<file path="src/rtl/adcseq_pkg.sv">
package adcseq_pkg;
    typedef enum logic [2:0] {
        K_EXT     = 3'd0,
        K_SINGLE  = 3'd1,
        K_TRIG    = 3'd2,
        K_DIFF_HI = 3'd3
    } conv_kind_e;
endpackage

</file>
<file path="src/rtl/adcseq_phase.sv">
module adcseq_phase (
    input  logic clk_i,
    input  logic rst_ni,
    input  logic en_i,
    input  logic clr_i,
    output logic ph_o,
    output logic hr_o
);
    typedef struct packed {
        logic ph;
        logic hr;
    } ph_t;

    ph_t s_d, s_q;

    always_comb begin
        s_d = s_q;
        if (!en_i || clr_i) begin
            s_d.ph = 1'b0;
            s_d.hr = 1'b0;
        end else begin
            s_d.ph = ~s_q.ph;
            if (s_q.ph) s_d.hr = ~s_q.hr;
        end
    end

    always_ff @(posedge clk_i or negedge rst_ni) begin
        if (!rst_ni) s_q <= '0;
        else         s_q <= s_d;
    end

    assign ph_o = s_q.ph;
    assign hr_o = s_q.hr;
endmodule

</file>
<file path="src/rtl/adcseq_profile.sv">
module adcseq_profile
    import adcseq_pkg::*;
#(
    parameter int CW       = 6,
    parameter int EXT_LEN  = 50,
    parameter int EXT_SH   = 27,
    parameter int SE_LEN   = 26,
    parameter int SE_SH    = 3,
    parameter int TRG_LEN  = 27,
    parameter int TRG_SH   = 4,
    parameter int DHI_LEN  = 28,
    parameter int DHI_SH   = 5
) (
    input  conv_kind_e        kind_i,
    output logic [CW-1:0]     len_o,
    output logic [CW-1:0]     sh_o
);
    always_comb begin
        unique case (kind_i)
            K_EXT: begin
                len_o = CW'(EXT_LEN);
                sh_o  = CW'(EXT_SH);
            end
            K_TRIG: begin
                len_o = CW'(TRG_LEN);
                sh_o  = CW'(TRG_SH);
            end
            K_DIFF_HI: begin
                len_o = CW'(DHI_LEN);
                sh_o  = CW'(DHI_SH);
            end
            default: begin
                len_o = CW'(SE_LEN);
                sh_o  = CW'(SE_SH);
            end
        endcase
    end
endmodule

</file>
<file path="src/rtl/adc_conv_seq.sv">
module adc_conv_seq
    import adcseq_pkg::*;
#(
    parameter int EXT_LEN = 50,
    parameter int EXT_SH  = 27,
    parameter int SE_LEN  = 26,
    parameter int SE_SH   = 3,
    parameter int TRG_LEN = 27,
    parameter int TRG_SH  = 4,
    parameter int DHI_LEN = 28,
    parameter int DHI_SH  = 5
) (
    input  logic clk_i,
    input  logic rst_ni,
    input  logic en_i,
    input  logic start_i,
    input  logic trig_i,
    input  logic auto_i,
    input  logic free_i,
    input  logic diff_i,
    output logic sh_o,
    output logic busy_o,
    output logic done_o,
    output logic valid_o,
    output logic adc_clk_o,
    output logic half_clk_o
);
    localparam int            CW  = $clog2(EXT_LEN + 1) + 1;
    localparam logic [CW-1:0] ONE = CW'(1);
    localparam logic [CW-1:0] TWO = CW'(2);

    typedef struct packed {
        logic          busy;
        logic [CW-1:0] cnt;
        logic [CW-1:0] len;
        logic [CW-1:0] sh;
        logic          first;
        logic          pend;
        logic          valid;
        logic          trig_prev;
    } seq_t;

    seq_t          s_d, s_q;
    logic          ph, hr;
    logic          presc_clr;
    logic          load;
    logic          new_valid;
    logic          trig_edge;
    conv_kind_e    kind;
    logic [CW-1:0] prof_len, prof_sh;

    adcseq_phase i_phase (
        .clk_i  (clk_i),
        .rst_ni (rst_ni),
        .en_i   (en_i),
        .clr_i  (presc_clr),
        .ph_o   (ph),
        .hr_o   (hr)
    );

    adcseq_profile #(
        .CW      (CW),
        .EXT_LEN (EXT_LEN), .EXT_SH (EXT_SH),
        .SE_LEN  (SE_LEN),  .SE_SH  (SE_SH),
        .TRG_LEN (TRG_LEN), .TRG_SH (TRG_SH),
        .DHI_LEN (DHI_LEN), .DHI_SH (DHI_SH)
    ) i_profile (
        .kind_i (kind),
        .len_o  (prof_len),
        .sh_o   (prof_sh)
    );

    assign trig_edge = auto_i & trig_i & ~s_q.trig_prev;

    always_comb begin
        s_d           = s_q;
        s_d.trig_prev = trig_i;
        presc_clr     = 1'b0;
        load          = 1'b0;
        new_valid     = 1'b1;
        kind          = K_SINGLE;
        if (!en_i) begin
            s_d.busy  = 1'b0;
            s_d.cnt   = '0;
            s_d.first = 1'b1;
            s_d.pend  = 1'b0;
            s_d.valid = 1'b0;
        end else if (s_q.busy) begin
            s_d.pend = 1'b0;
            if (s_q.cnt == s_q.len - ONE) begin
                if (free_i && !auto_i) begin
                    load = 1'b1;
                    kind = diff_i ? K_DIFF_HI : K_SINGLE;
                end else begin
                    s_d.busy = 1'b0;
                end
            end else begin
                s_d.cnt = s_q.cnt + ONE;
            end
        end else if (trig_edge) begin
            load      = 1'b1;
            presc_clr = 1'b1;
            kind      = s_q.first ? K_EXT : K_TRIG;
            new_valid = s_q.first | ~diff_i;
        end else if ((start_i || s_q.pend) && ph) begin
            // the half-rate clock flips on this edge, so its next level is ~hr
            load = 1'b1;
            if (s_q.first)  kind = K_EXT;
            else if (diff_i) kind = hr ? K_SINGLE : K_DIFF_HI;
            else             kind = K_SINGLE;
        end else begin
            s_d.pend = s_q.pend | start_i;
        end
        if (load) begin
            s_d.busy  = 1'b1;
            s_d.cnt   = '0;
            s_d.len   = prof_len;
            s_d.sh    = prof_sh;
            s_d.first = 1'b0;
            s_d.pend  = 1'b0;
            s_d.valid = new_valid;
        end
    end

    always_ff @(posedge clk_i or negedge rst_ni) begin
        if (!rst_ni) begin
            s_q       <= '0;
            s_q.first <= 1'b1;
        end else begin
            s_q <= s_d;
        end
    end

    assign busy_o     = s_q.busy;
    assign sh_o       = s_q.busy && (s_q.cnt == s_q.sh);
    assign done_o     = s_q.busy && (s_q.cnt >= s_q.len - TWO);
    assign valid_o    = s_q.valid;
    assign adc_clk_o  = ~ph;
    assign half_clk_o = hr;
endmodule

</file>
<file path="config.mk">
export PLATFORM = sky130hd
export DESIGN_NAME = adc_conv_seq
export DESIGN_NICKNAME = d
export VERILOG_FILES = /design/src/rtl/adcseq_pkg.sv /design/src/rtl/adcseq_phase.sv /design/src/rtl/adcseq_profile.sv /design/src/rtl/adc_conv_seq.sv
export SDC_FILE = /design/constraint.sdc
export NUM_CORES = 1
export LEC_CHECK = 0
export ABC_AREA = 0
export BUFFER_PORTS_ARGS = -buffer_cell sky130_fd_sc_hd__buf_2
export CORE_MARGIN = 5
export CORE_UTILIZATION = 63
export CTS_CLUSTER_DIAMETER = 60
export DETAILED_ROUTE_END_ITERATION = 8
export PLACE_DENSITY = 0.95
export SYNTH_ARGS = -nofsm -noshare
export SYNTH_HDL_FRONTEND = slang
export SYNTH_SLANG_ARGS = --single-unit
</file>
<file path="constraint.sdc">
create_clock -name clk_i -period 4.1 [get_ports clk_i]
set_clock_uncertainty 0.2 [all_clocks]
set_input_delay 0.41 -clock clk_i [delete_from_list [all_inputs] [get_ports clk_i]]
set_output_delay 0.41 -clock clk_i [all_outputs]
set_load 0.005 [all_outputs]
</file>
==> impl_metrics.env <==
export IMPL_numClockSinks=23
export IMPL_hp_start="start_i"
export IMPL_max_clock_path_buffers=2
export IMPL_synth_edf_count=0
export IMPL_path_class="reg2out"
export IMPL_tightest_slew_ns=0.671
export IMPL_ant_nets=0
export IMPL_cts_root_buf="clkbuf_4"
export IMPL_synth_cell_type_count=42
export IMPL_power_density_nw_per_um2=313
export IMPL_setup_tns_ns=0
export IMPL_drv_slew=0
export IMPL_ir_drop_uv=221
export IMPL_drive_gt1_share_pct=14.9
export IMPL_drt_initial_drc_count=58
export IMPL_seqPwrFrac_pct=54.7
export IMPL_p_comb_share_pct=25.4
export IMPL_io_pins=14
export IMPL_dr_pass1_iters=4
export IMPL_clk_pin_slew_ns=0.11
export IMPL_layout_min_cycle_time_ns=2.84
export IMPL_crit_reg2reg_capture="s_q[12]"
export IMPL_status="complete, no violations"
export IMPL_fin_crit_sh_pct=69.4
export IMPL_n_fill_cell=168
export IMPL_hold_viol=0
export IMPL_dp_hpwl_um=2500
export IMPL_power_switching_uw=173
export IMPL_via_per_inst=6.22
export IMPL_cts_buffers=3
export IMPL_place_gp_congestion=0.885
export IMPL_port_buffers=13
export IMPL_utilization_pct=72.7
export IMPL_clock_latency_ns=0.31
export IMPL_num_vias=1262
export IMPL_p_clk_share_pct=19.9
export IMPL_track_usage_pct=20.3
export IMPL_postSynth_asyncResetShare_pct=100
export IMPL_die_y_um=59.3
export IMPL_finalSetupViolCount=0
export IMPL_postSynthCellCount=160
export IMPL_start_util_pct=67.4
export IMPL_die_w_um=59.3
export IMPL_grt_pass1_vias=1290
export IMPL_synth_avg_cell_area_um2=9.59
export IMPL_rsz0062_at_grt="no"
export IMPL_layout_common_cells="dfrtp_1 (22), buf_2 (13), nor2_1 (12), nand2_1 (12), o21ai_0 (12)"
export IMPL_grt_pass1_wl_um=5500
export IMPL_p_leak_nw=0.725
export IMPL_wl_per_cell_um=15.9
export IMPL_ys_seq_area_share_pct=37.6
export IMPL_cts_tree="done"
export IMPL_area_delta_synth_final_pct=7.91
export IMPL_relSlewSlack_pct=54.7
export IMPL_worstPathRequired_ns=3.49
export IMPL_p_int_uw=345
export IMPL_reg2regPathDepth=8
export IMPL_cp_end_kind="output pin"
export IMPL_cts_resized=0
export IMPL_die_area_um2=3520
export IMPL_crit_path_start_kind="flop"
export IMPL_drv_cap=0
export IMPL_switching_share_pct=33.5
export IMPL_fmax_mhz=352
export IMPL_p_total_uw=518
export IMPL_ys_warn_count=0
export IMPL_min_path_type="in2reg"
export IMPL_critPathMaxFanout=5
export IMPL_diodes=0
export IMPL_wirelength_um=3230
export IMPL_netlist_area_um2=1530
export IMPL_crit_arrival_ns=2.23
export IMPL_cts_max_level=1
export IMPL_syn_num_nets=179
export IMPL_core_region_area_um2=2280
export IMPL_r2r_start="s_q[13]"
export IMPL_r2r_slack_ns=1.33
export IMPL_holdPathStages=3
export IMPL_antenna_found_initial=0
export IMPL_ys_ff_latch=23
export IMPL_synth_main_ff_cell="dfrtp_1"
export IMPL_final_net_count=195
export IMPL_drc_errors=0
export IMPL_placement_rows=17
export IMPL_grt_max_degree=24
export IMPL_hold_path_end="s_q[2]"
export IMPL_mostFrequentLayoutCell="dfrtp_1"
export IMPL_grt_overflow=0
## state kept, by name, summed over array words and instances, names as in the netlist
register / cells
busy_o: 1
i_phase.hr_o: 1
i_phase.ph_o: 1
s_q: 19
valid_o: 1
## metal layers
metal  track usage [%]  routed length, µm  up-vias  share of wire (%)
met5                 0                  0        -                  0
met3              2.61                 94        5                2.9
met1              23.4               1370      627                 42
met4              5.83                 34        0                1.1
li1                  -                  -      602                  -
met2              38.4               1730       28                 54
## cells in the mapped netlist (2+ instances only)
cell type | number | area (µm²)
nor2_1 | 12 | 45.0
o311ai_0 | 2 | 17.5
clkbuf_1 | 2 | 7.51
o31a_1 | 2 | 17.5
o21ai_0 | 12 | 60.1
nor3_1 | 3 | 15.0
ha_1 | 11 | 138
nand2b_1 | 4 | 25.0
a21oi_1 | 11 | 55.1
a21o_1 | 2 | 15.0
o311a_1 | 2 | 20.0
nand3_1 | 5 | 25.0
xnor2_1 | 9 | 78.8
inv_1 | 9 | 33.8
xor2_1 | 6 | 52.6
o21a_1 | 3 | 22.5
and3_1 | 3 | 18.8
nor2b_1 | 2 | 12.5
o31ai_1 | 2 | 15.0
nand2_1 | 12 | 45.0
or3_1 | 4 | 25.0
dfrtp_1 | 22 | 551
## worst max path at each step
stage          startpoint       to  slack (ns)
2_1_floorplan     s_q[12]  s_q[12]        1.65
3_3_place_gp      s_q[13]  s_q[12]        1.55
3_5_place_dp      s_q[13]  s_q[12]        1.37
4_1_cts           s_q[13]   done_o        1.25
5_1_grt           s_q[12]   done_o        1.06
6_report          s_q[13]   done_o        1.26
## kinds of logic (layout without fill, tap and decap cells)
logic type	count (synthesis)	count (layout)	share of synthesized area, %
simple gates	53	53	18.4
compound gates	44	44	21.5
flops	23	23	37.6
xor+xnor	16	16	9.63
buf+inv	13	28	3.92
fa+ha+maj	11	11	8.97
## per-stage QoR
stage | setup slack [ns] | cell area [µm²] | cells | hold slack (ns)
3_3_place_gp | 1.55 | 1610 | 197 | 0.197
5_1_grt | 1.06 | 1660 | 203 | 0.201
4_1_cts | 1.25 | 1650 | 202 | 0.00905
3_5_place_dp | 1.37 | 1610 | 197 | 0.200
6_report | 1.26 | 1660 | 203 | 0.206
2_1_floorplan | 1.65 | 1530 | 160 | -0.0856
## worst max-delay path: stages (launching register included)
cell	delay (ns)
dfrtp_1	0.44
inv_1	0.13
ha_1	0.25
nor3b_4	0.26
xnor2_1	0.10
ha_1	0.27
o21ai_0	0.07
a21o_1	0.17
a21oi_1	0.11
buf_2	0.12
## timing repair
item	CTS	global route
setup buffers	0	0
hold buffers	1	1
hold endpoints to repair	22	1
## power by group through the flow
stage / Sequential [mW] / Combinational, mW / Clock [mW]
4_1_cts: 0.282 / 0.131 / 0.104
5_1_grt: 0.286 / 0.147 / 0.119
3_5_place_dp: 0.286 / 0.129 / 0
6_report: 0.284 / 0.131 / 0.103
2_1_floorplan: 0.270 / 0.111 / 0
3_3_place_gp: 0.283 / 0.120 / 0
## area by class of cell
type / count / area (µm²) / area share, %
clock buffers: 3 / 22.5 / 1.36
flip-flops and latches: 23 / 577 / 34.8
clock inverters: 1 / 5.00 / 0.302
repair buffers: 15 / 85.1 / 5.14
well taps: 28 / 35.0 / 2.12
multi-input cells: 124 / 897 / 54.2
inverters: 9 / 33.8 / 2.04
No activity file was read; power rests on OpenSTA's default activity.
